--- config.mk ---
export PLATFORM = sky130hd
export DESIGN_NAME = sercfg_loader
export DESIGN_NICKNAME = d
export VERILOG_FILES = /design/src/rtl/sercfg_pkg.sv /design/src/rtl/sercfg_bitser.sv /design/src/rtl/sercfg_rle.sv /design/src/rtl/sercfg_loader.sv
export SDC_FILE = /design/constraint.sdc
export NUM_CORES = 1
export LEC_CHECK = 0
export ABC_AREA = 1
export BUFFER_PORTS_ARGS = -buffer_cell sky130_fd_sc_hd__buf_4
export CAP_MARGIN = 10
export CORE_MARGIN = 5
export CORE_UTILIZATION = 25
export CTS_BUF_LIST = sky130_fd_sc_hd__clkbuf_4 sky130_fd_sc_hd__clkbuf_8
export DETAILED_ROUTE_END_ITERATION = 10
export SYNTH_ARGS = -nofsm -noshare
export SYNTH_HDL_FRONTEND = slang
export SYNTH_SLANG_ARGS = --single-unit
--- constraint.sdc ---
create_clock -name clk -period 2.5 [get_ports clk]
set_input_delay 0.75 -clock clk [delete_from_list [all_inputs] [get_ports clk]]
set_output_delay 0.75 -clock clk [all_outputs]
set_load 0.005 [all_outputs]
--- src/rtl/sercfg_pkg.sv ---
// Shared types and constants for the run-length serial configuration loader.
// Assumes an 8-bit code alphabet and a fixed 16-bit sync header.
package sercfg_pkg;

    typedef enum logic [2:0] {
        ST_IDLE,
        ST_PROG_LO,
        ST_PROG_REL,
        ST_HEADER,
        ST_PAYLOAD,
        ST_WAIT_DONE,
        ST_END
    } ld_state_t;

    localparam int unsigned    HDR_BITS = 16;
    localparam logic [15:0]    HDR_WORD = 16'hFF20;

    localparam logic [1:0] OUT_OK        = 2'd0;
    localparam logic [1:0] OUT_NO_FALL   = 2'd1;
    localparam logic [1:0] OUT_NO_RISE   = 2'd2;
    localparam logic [1:0] OUT_NO_DONE   = 2'd3;

endpackage

--- src/rtl/sercfg_bitser.sv ---
// Bit serializer: sends one bit as four equal phases of PH_CYC clocks each:
// clock low / data high, clock low / data=bit, clock high / data=bit,
// clock high / data high. Idle level of clock and data is high.
// Assumes PH_CYC >= 1. Accepts a new bit only while idle (bit_rdy_o high).
module sercfg_bitser #(
    parameter int unsigned PH_CYC = 4
) (
    input  logic clk,
    input  logic rst_n,
    input  logic bit_vld_i,
    input  logic bit_val_i,
    output logic bit_rdy_o,
    output logic cclk_o,
    output logic din_o
);
    localparam int unsigned CW = (PH_CYC > 1) ? $clog2(PH_CYC) : 1;
    localparam logic [CW-1:0] CNT_LAST = CW'(PH_CYC - 1);

    logic          busy;
    logic [1:0]    phase;
    logic [CW-1:0] cnt;
    logic          bit_q;

    // Phase sequencer: load a bit when idle, step phases, free after phase 3.
    always_ff @(posedge clk) begin
        if (!rst_n) begin
            busy  <= 1'b0;
            phase <= 2'd0;
            cnt   <= '0;
            bit_q <= 1'b1;
        end else if (!busy) begin
            if (bit_vld_i) begin
                busy  <= 1'b1;
                phase <= 2'd0;
                cnt   <= '0;
                bit_q <= bit_val_i;
            end
        end else if (cnt == CNT_LAST) begin
            cnt <= '0;
            if (phase == 2'd3) begin
                busy <= 1'b0;
            end else begin
                phase <= phase + 2'd1;
            end
        end else begin
            cnt <= cnt + CW'(1);
        end
    end

    assign bit_rdy_o = !busy;
    assign cclk_o    = !(busy && !phase[1]);
    assign din_o     = !(busy && (phase == 2'd1 || phase == 2'd2) && !bit_q);

    // Data must already be settled when the clock rises.
    assert_data_setup_R4: assert property (@(posedge clk) disable iff (!rst_n)
        $rose(cclk_o) |-> $stable(din_o));

    // Data is high in the first phase after the clock falls.
    assert_data_high_at_fall_R4: assert property (@(posedge clk) disable iff (!rst_n)
        $fell(cclk_o) |-> din_o);

endmodule

--- src/rtl/sercfg_rle.sv ---
// Run-length expander: turns one code byte into a run of bits plus an
// optional closing bit. Codes 1..RUN_MAX give n ones then a zero;
// RUN_MAX+1 gives RUN_MAX ones; RUN_MAX+2..254 give (c-RUN_MAX-2) zeros then a one;
// 255 gives a single one; 0 gives nothing. Assumes load_i only while idle.
module sercfg_rle #(
    parameter int unsigned RUN_MAX = 226
) (
    input  logic       clk,
    input  logic       rst_n,
    input  logic       load_i,
    input  logic [7:0] code_i,
    input  logic       take_i,
    output logic       bit_vld_o,
    output logic       bit_val_o,
    output logic       busy_o
);
    localparam logic [7:0] RM8  = 8'(RUN_MAX);
    localparam logic [7:0] OVR8 = 8'(RUN_MAX + 1);
    localparam logic [7:0] ZB8  = 8'(RUN_MAX + 2);

    logic [7:0] run_cnt;
    logic       run_val;
    logic       tail;
    logic       tail_val;

    // Decode a code into run length and closing bit, then count bits out.
    always_ff @(posedge clk) begin
        if (!rst_n) begin
            run_cnt  <= '0;
            run_val  <= 1'b0;
            tail     <= 1'b0;
            tail_val <= 1'b0;
        end else if (load_i) begin
            if (code_i == 8'd0) begin
                run_cnt <= '0;
                tail    <= 1'b0;
            end else if (code_i <= RM8) begin
                run_cnt  <= code_i;
                run_val  <= 1'b1;
                tail     <= 1'b1;
                tail_val <= 1'b0;
            end else if (code_i == OVR8) begin
                run_cnt <= RM8;
                run_val <= 1'b1;
                tail    <= 1'b0;
            end else if (code_i == 8'hFF) begin
                run_cnt  <= '0;
                tail     <= 1'b1;
                tail_val <= 1'b1;
            end else begin
                run_cnt  <= code_i - ZB8;
                run_val  <= 1'b0;
                tail     <= 1'b1;
                tail_val <= 1'b1;
            end
        end else if (take_i && bit_vld_o) begin
            if (run_cnt != 8'd0) begin
                run_cnt <= run_cnt - 8'd1;
            end else begin
                tail <= 1'b0;
            end
        end
    end

    assign bit_vld_o = (run_cnt != 8'd0) || tail;
    assign bit_val_o = (run_cnt != 8'd0) ? run_val : tail_val;
    assign busy_o    = bit_vld_o;

    // A new code never overwrites bits still pending.
    assert_load_when_empty_R10: assert property (@(posedge clk) disable iff (!rst_n)
        load_i |-> !busy_o);

    // A zero code leaves nothing to emit.
    assert_zero_code_empty_R9: assert property (@(posedge clk) disable iff (!rst_n)
        (load_i && code_i == 8'd0) |=> !busy_o);

    // Run length never exceeds the longest allowed run.
    assert_run_cap_R7: assert property (@(posedge clk) disable iff (!rst_n)
        run_cnt <= RM8);

endmodule

--- src/rtl/sercfg_loader.sv ---
// Top of the serial configuration loader. Runs the program/init handshake,
// sends the sync header, streams expanded codes, then waits for done.
// Assumes init_n_i and done_i are asynchronous (two-flop synchronised) and
// that the host marks exactly one final byte with byte_last_i.
module sercfg_loader
    import sercfg_pkg::*;
#(
    parameter int unsigned PH_CYC      = 4,
    parameter int unsigned T_INIT_FALL = 1000,
    parameter int unsigned T_INIT_RISE = 1000,
    parameter int unsigned T_DONE      = 100000,
    parameter int unsigned RUN_MAX     = 226
) (
    input  logic       clk,
    input  logic       rst_n,
    input  logic       start_i,
    input  logic       byte_valid_i,
    input  logic [7:0] byte_data_i,
    input  logic       byte_last_i,
    output logic       byte_ready_o,
    output logic       finished_o,
    output logic [1:0] err_code_o,
    output logic       prog_n_o,
    output logic       cclk_o,
    output logic       din_o,
    input  logic       init_n_i,
    input  logic       done_i
);
    localparam int unsigned TM1  = (T_INIT_FALL > T_INIT_RISE) ? T_INIT_FALL : T_INIT_RISE;
    localparam int unsigned TMAX = (TM1 > T_DONE) ? TM1 : T_DONE;
    localparam int unsigned TW   = $clog2(TMAX + 1);
    localparam int unsigned HW   = $clog2(HDR_BITS + 1);

    ld_state_t     state;
    logic [TW-1:0] tmr;
    logic [15:0]   hdr_sr;
    logic [HW-1:0] hdr_left;
    logic          last_seen;
    logic [1:0]    outcome;
    logic [1:0]    init_q;
    logic [1:0]    done_q;
    logic          init_s;
    logic          done_s;

    logic ser_vld, ser_val, ser_rdy;
    logic exp_vld, exp_val, exp_busy, exp_take, exp_load;
    logic hdr_take;

    // Bring the asynchronous device status lines into the clock domain.
    always_ff @(posedge clk) begin
        if (!rst_n) begin
            init_q <= 2'b11;
            done_q <= 2'b00;
        end else begin
            init_q <= {init_q[0], init_n_i};
            done_q <= {done_q[0], done_i};
        end
    end
    assign init_s = init_q[1];
    assign done_s = done_q[1];

    assign hdr_take     = (state == ST_HEADER) && ser_rdy;
    assign exp_take     = (state == ST_PAYLOAD) && ser_rdy;
    assign byte_ready_o = (state == ST_PAYLOAD) && !exp_busy && !last_seen;
    assign exp_load     = byte_valid_i && byte_ready_o;

    // Select the bit source feeding the serializer.
    always_comb begin
        ser_vld = 1'b0;
        ser_val = 1'b1;
        if (state == ST_HEADER) begin
            ser_vld = 1'b1;
            ser_val = hdr_sr[15];
        end else if (state == ST_PAYLOAD) begin
            ser_vld = exp_vld;
            ser_val = exp_val;
        end
    end

    // Sequence control: handshake, header, payload, done wait, outcome.
    always_ff @(posedge clk) begin
        if (!rst_n) begin
            state     <= ST_IDLE;
            tmr       <= '0;
            hdr_sr    <= HDR_WORD;
            hdr_left  <= '0;
            last_seen <= 1'b0;
            outcome   <= OUT_OK;
        end else begin
            unique case (state)
                ST_IDLE, ST_END: begin
                    if (start_i) begin
                        state     <= ST_PROG_LO;
                        tmr       <= '0;
                        outcome   <= OUT_OK;
                        last_seen <= 1'b0;
                        hdr_sr    <= HDR_WORD;
                        hdr_left  <= HW'(HDR_BITS);
                    end
                end
                ST_PROG_LO: begin
                    if (!init_s) begin
                        state <= ST_PROG_REL;
                        tmr   <= '0;
                    end else if (tmr == TW'(T_INIT_FALL - 1)) begin
                        state   <= ST_END;
                        outcome <= OUT_NO_FALL;
                    end else begin
                        tmr <= tmr + TW'(1);
                    end
                end
                ST_PROG_REL: begin
                    if (init_s) begin
                        state <= ST_HEADER;
                    end else if (tmr == TW'(T_INIT_RISE - 1)) begin
                        state   <= ST_END;
                        outcome <= OUT_NO_RISE;
                    end else begin
                        tmr <= tmr + TW'(1);
                    end
                end
                ST_HEADER: begin
                    if (hdr_take) begin
                        hdr_sr   <= {hdr_sr[14:0], 1'b0};
                        hdr_left <= hdr_left - HW'(1);
                        if (hdr_left == HW'(1)) begin
                            state <= ST_PAYLOAD;
                        end
                    end
                end
                ST_PAYLOAD: begin
                    if (exp_load && byte_last_i) begin
                        last_seen <= 1'b1;
                    end
                    if (last_seen && !exp_busy && ser_rdy) begin
                        state <= ST_WAIT_DONE;
                        tmr   <= '0;
                    end
                end
                ST_WAIT_DONE: begin
                    if (done_s) begin
                        state   <= ST_END;
                        outcome <= OUT_OK;
                    end else if (tmr == TW'(T_DONE - 1)) begin
                        state   <= ST_END;
                        outcome <= OUT_NO_DONE;
                    end else begin
                        tmr <= tmr + TW'(1);
                    end
                end
                default: state <= ST_IDLE;
            endcase
        end
    end

    assign prog_n_o   = (state != ST_PROG_LO);
    assign finished_o = (state == ST_END);
    assign err_code_o = outcome;

    sercfg_rle #(
        .RUN_MAX (RUN_MAX)
    ) u_rle (
        .clk       (clk),
        .rst_n     (rst_n),
        .load_i    (exp_load),
        .code_i    (byte_data_i),
        .take_i    (exp_take),
        .bit_vld_o (exp_vld),
        .bit_val_o (exp_val),
        .busy_o    (exp_busy)
    );

    sercfg_bitser #(
        .PH_CYC (PH_CYC)
    ) u_ser (
        .clk       (clk),
        .rst_n     (rst_n),
        .bit_vld_i (ser_vld),
        .bit_val_i (ser_val),
        .bit_rdy_o (ser_rdy),
        .cclk_o    (cclk_o),
        .din_o     (din_o)
    );

    // The host is never offered a slot while expanded bits are pending.
    assert_ready_blocked_R10: assert property (@(posedge clk) disable iff (!rst_n)
        exp_busy |-> !byte_ready_o);

    // No configuration clock activity while the program line is held low.
    assert_quiet_in_reset_R2: assert property (@(posedge clk) disable iff (!rst_n)
        !prog_n_o |-> (cclk_o && din_o));

    // A successful finish is caused by a seen done level.
    assert_ok_needs_done_R11: assert property (@(posedge clk) disable iff (!rst_n)
        ($rose(finished_o) && err_code_o == OUT_OK) |-> $past(done_s));

    // Outcome holds until the next start request.
    assert_outcome_hold_R12: assert property (@(posedge clk) disable iff (!rst_n)
        (finished_o && !start_i) |=> (finished_o && $stable(err_code_o)));

endmodule

; ---- Word level (Yosys, flattened, before mapping)
; Index checks and enable logic that the tools add are counted.
[word_totals]
ff_bits = 65
latchBits = 0
ramBits = 0
mem_bits_ro = 0
in_bits = 15
output_inout_bits = 7
word_cells = 169
n_memories = 0
[op_classes]
addsub = 6
n_mul = 0
div = 0
n_lt_le_gt_ge = 1
eq_ne = 33
shifts = 0
n_mux = 68
bitwise = 2
n_reduce_logical = 43
[op_table]
columns = operator, count
row1 = 17-bit 2-to-1 mux, 7
row2 = 17-bit one-hot mux with 5 select lines, 1
row3 = 8-bit 2-to-1 mux, 7
row4 = 16-bit 2-to-1 mux, 2
row5 = 16-bit one-hot mux with 2 select lines, 1
row6 = 3-bit 2-to-1 mux, 9
row7 = 2-bit 2-to-1 mux, 13
row8 = 1-bit 2-to-1 mux, 22
row9 = 2-bit inequality test (second input constant), 11
row10 = 3-bit one-hot mux with 6 select lines, 1
row11 = 17-bit by 1-bit adder with 17-bit output (second input constant), 1
row12 = 17-bit by 10-bit equality test with 1-bit output (second input constant), 1
row13 = 17-bit equality test (second input constant), 1
row14 = 8-bit equality test (second input constant), 2
row15 = 3-bit AND reduction, 5
row16 = 1-bit logical AND, 12
row17 = 5-bit 2-to-1 mux, 2
row18 = 5-bit one-hot mux with 2 select lines, 1
row19 = 2-bit nonzero test, 5
row20 = 3-bit equality test (second input constant), 3
row21 = 8-bit <= comparator (second input constant), 1
row22 = 8-bit logical NOT, 1
row23 = 2-bit by 1-bit inequality test with 1-bit output (second input constant), 4
row24 = 2-bit one-hot mux with 4 select lines, 1
row25 = 24 further kinds, 39

; ---- Longest topological paths before layout
[logic_depth]
word_depth = 9
mapped_depth = 12
mapped_depth_nobuf = 12

; ---- By module
; A second synthesis with hierarchy kept.
[hier_totals]
hier_cells = 608
area_unflattened_um2 = 3865.0
[modules_own_cells]
columns = mod, n_inst, cells_per_inst, area_each_um2, seq_area_each_um2
row1 = sercfg_loader, 1, 398, 2563.7, 860.8
row2 = sercfg_rle, 1, 173, 1008.5, 220.2
row3 = sercfg_bitser, 1, 37, 292.8, 120.1

; ---- Least setup slack after synthesis
; Ideal clock, no wire load.
[synth_path]
kind = input to register
start = in byte_data_i[2]
end = reg u_rle.run_cnt[7]
setup_time_ns = 0.117
arrival_ns = 1.887
required_time_ns = 2.383
setup_slack_ns = 0.495
cell_stages = 11
n_path_buf = 0
cell_sequence = inv_1 ha_1 nand2_1 nand3_1 nand2_1 nor2_1 inv_1 o21ai_0 o21ai_0 nor2_1 nor2_1
[synth_between]
elab_chain_len = 6
elab_cells_between_ends = 10
classes_between = 1 x add/sub / 1 x order compare / 2 x eq/ne / 5 x mux / 1 x reduce/logical
[synth_rtl]
columns = element, line_no
row1 = from (decl), sercfg_loader.sv:18  ; input logic [7:0] byte_data_i,
row2 = 8-bit subtractor / 8-bit equality test (equally long branches), "sercfg_rle.sv:51, sercfg_rle.sv:46"
row3 = 8-bit 2-to-1 mux, sercfg_rle.sv:46  ; end else if (code_i == 8'hFF) begin
row4 = 8-bit 2-to-1 mux, sercfg_rle.sv:42  ; end else if (code_i == OVR8) begin
row5 = 8-bit 2-to-1 mux, sercfg_rle.sv:37  ; end else if (code_i <= RM8) begin
row6 = 8-bit 2-to-1 mux (*), sercfg_rle.sv:34  ; if (code_i == 8'd0) begin
row7 = 8-bit 2-to-1 mux (*), sercfg_rle.sv:33  ; end else if (load_i) begin
row8 = to (signal assigned), sercfg_rle.sv:38  ; run_cnt <= code_i;
row9 = to (signal assigned), sercfg_rle.sv:51  ; run_cnt <= code_i - ZB8;
row10 = to (signal assigned), sercfg_rle.sv:58  ; run_cnt <= run_cnt - 8'd1;
row11 = to (decl), sercfg_rle.sv:21  ; logic [7:0] run_cnt;
; Every way passes the cells marked *; elsewhere a longest branch is shown, timed or not.
; A chain may end at the register's enable or synchronous reset.

; ---- Worst setup path after layout
[layout_path]
start = reg u_rle.run_cnt[0]
end = out byte_ready_o
[layout_between]
elab_chain_len = 5
[layout_rtl]
columns = element, line_no
row1 = 8-bit nonzero test, sercfg_rle.sv:65  ; assign bit_vld_o = (run_cnt != 8'd0) || tail;
row2 = 1-bit logical OR, sercfg_rle.sv:65
row3 = 1-bit logical NOT, sercfg_loader.sv:64  ; assign byte_ready_o = (state == ST_PAYLOAD) && !exp_busy && !last_seen;
row4 = 1-bit logical AND (2 in series), sercfg_loader.sv:64
row5 = to (decl), sercfg_loader.sv:20  ; output logic byte_ready_o,
; Every way passes these cells.

==> reports/metrics.cfg <==
[synthesis]
ys_top_cells_by_count = 158 x nand2_1, 74 x inv_1, 60 x dfxtp_1
synth_area_sq_um = 3837
syn_nets = 627
async_reset_ff_share_pct = 0
synth.distinct_cells = 32
synth_area_leader_cell = dfxtp_1
yosys_register_bits = 60
synth.area.top_cells = dfxtp_1 31%, nand2_1 15%, nand3_1 7.7%
ys_dominant_reg_cell = dfxtp_1
synth.most_common_cell = nand2_1
synth_edf_count = 0
yosys_warnings = 0
synth_top_cell_area_share_pct = 31.30
syn_inst = 602
avgSynthCellArea_sq_um = 6.374
yosysSeqAreaShare_pct = 31.30

[sta]
rsz0062_at_grt = no
setup_viol = 0
min_period_ps = 2339
slew-limit-headroom_pct = 69.75
hold_viol_final = 0
finalCritPeriodShare_pct = 93.57
max_freq_ghz = 0.4275
fin_worst_skew_ps = 17.24
setup-tns-final_ps = 0
drv_slew = 0
tightest_slew_ps = 453.1
whs_ps = 413.4

[global_route]
grt_usage_pct = 11.17
grt_pass1_vias = 3560
overflow = 0
antenna_found_initial = 0
grt-busiest-layer = met2
grt_max_degree = 33
grt_pass1_wl_um = 16650
met3_usage_pct = 2.776
grt.met2_usage_pct = 17.83
use_met1_pct = 14.59

[worst_setup_path]
cp-end-kind = output pin
path_class = reg -> out
cp_common_cell = inv_1
crit_path_cell_trace = inv_1, ha_1, nand2_1, nor3_4, nand3_2, inv_1, buf_4
crit_family = simple AND/OR/NAND/NOR gates
crit_fanout = 4
worstPathArrival_ps = 1590
startpoint_type = flop
reg2reg_from = u_rle.run_cnt[0]
cp-startpoint = u_rle.run_cnt[0]
cp.buffers_inverters = 3
cpMaxStageDelayCell = dfxtp_1
crit_required_ps = 1750
critPathMaxStageDelay_ps = 330

[cts]
numCtsBuffers = 9
cts_root_buf = clkbuf_8
clk_pin_slew_ps = 80
cts_buffer_depth = 2
cts_tree = built
htree_levels = 3
cts_resized = 0
clock_latency_ps = 350
clkSinkCount = 60

[drt]
drc = 0
ant_nets = 0
num_vias = 3866
routed_wl_um = 9838
wire_per_inst_um = 12.00
dr.first_iter.drc_count = 248
drt-pass1-iter-count = 5
viasPerCell = 4.715

[cells_and_area]
drive_gt1_share_pct = 11.08
instances_no_fill = 820
final_util_pct = 29.07
antenna_cells = 0
syn2layout_area_growth_pct = 14.74
nNetsFinal = 652

[floorplanning]
core_sq_um = 15150
fp-row-count = 45
dieArea_sq_um = 17930
die_w_um = 133.9
die_h_um = 133.9
start_util_pct = 25.34
io_pins = 22

[placement]
hpwl_um = 7261
place_inst = 801
io_buffers = 21
routabilityCongestion = 0.8893

[power_and_ir_drop]
ir_drop_uv = 493.7
power_uw = 4301
p_leak_uw = 0.001880
pwr-share-seq_pct = 29.5
switchingPower_uw = 1922
share_comb_of_total_power_pct = 49.4
p_int_uw = 2379
power.density_nw_per_um2 = 976.9
p_clk_share_pct = 21.2
p_sw_share_pct = 44.69

[worst_hold_path]
min_from = init_q[0]
hold_class = reg -> reg

[flow_run]
max-cap-violations = 0

[run_status]
status = complete, no violations

metal layers:
| metal | routed length [um] | up-vias |
|---|---|---|
| li1 | - | 2046 |
| met1 | 4877 | 1730 |
| met2 | 4399 | 71 |
| met3 | 382 | 19 |
| met4 | 178 | 0 |
| met5 | 0 | - |
registers in the layout, indices dropped and copies added, names as in the netlist:
name            count
done_q              2
u_ser.busy          1
u_rle.run_val       1
u_ser.phase         2
state               3
u_rle.run_cnt       8
u_ser.bit_q         1
u_ser.cnt           2
hdr_left            5
tmr                17
err_code_o          2
hdr_sr             11
u_rle.tail          1
init_q              2
last_seen           1
u_rle.tail_val      1
repair_timing:
| item | in CTS | in global routing |
|---|---|---|
| endpoints found under the setup margin | 0 | 1 |
| buffers inserted | 0 | 3 |
| hold buffers | 0 | 0 |
cell families (layout without fill, tap and decap cells):
group                    Yosys count  count (layout)  share of synthesized area, %
AND/OR/NAND/NOR                  329             329                         38.77
AO/OA/AOI/OAI                    106             106                         15.49
buffers and inverters             90             120                         9.586
flip-flops                        60              60                         31.30
adder cells (fa/ha/maj)           10              10                         3.261
XOR/XNOR                           7               7                         1.598
worst reg2reg max path: stages (launching register included):
cell     delay [ps]
dfxtp_1         330
inv_1           110
ha_1            200
nand2_1         100
nor3_4          200
buf_4           160
nand4_2         240
nand2_2         270
inv_1            90
nor2_1           90
a21oi_1          60
area by class of cell:
type                            count  area (sq um)
Timing Repair Buffer               27         202.7
Clock buffer                       11         145.1
Inverter                           77         289.0
Sequential cell                    60          1201
Multi-Input combinational cell    452          2268
Tap cell                          188         235.2
Fill cell                        1649         10740
Clock inverter                      5         61.31
layout by cell type, fill, tap and decap left out, drive strengths merged, types with 2 or more instances in the layout:
cell,n
xor2,6
clkinvlp,3
dfxtp,60
nand2,164
o22ai,9
o21ai,35
o211ai,11
buf,27
clkbuf,11
nand3,62
inv,75
o21bai,4
ha,10
and2,2
a21oi,45
clkinv,3
nor3,9
nand4,24
nor2,62
or2,4
path summary, 6_finish.rpt:
check / end / cells past startpoint / slack [ps]
max: byte_ready_o / 7 / 160
max reg2reg: u_rle.run_cnt[1] / 10 / 520
min: init_q[1] / 1 / 410
min reg2reg: init_q[1] / 1 / 410
through the flow:
step                      worst slack [ps]  instance area, sq um
after floorplan                      495.5                  3837
after global placement               190.4                  4174
after detailed placement             96.79                  4174
after CTS                            24.75                  4380
after global routing                 38.38                  4403
final                                160.8                  4403
power groups by stage:
| stage | Sequential, uW | Clock [uW] | Combinational (uW) |
|---|---|---|---|
| final | 1270 | 910 | 2120 |
| after global routing | 1290 | 974 | 2420 |
| after CTS | 1270 | 931 | 2040 |
| after detailed placement | 1280 | 0 | 2030 |
| after global placement | 1280 | 0 | 2030 |
| after floorplan | 1220 | 0 | 1670 |
Note: power is estimated with default switching activity, not from simulation.
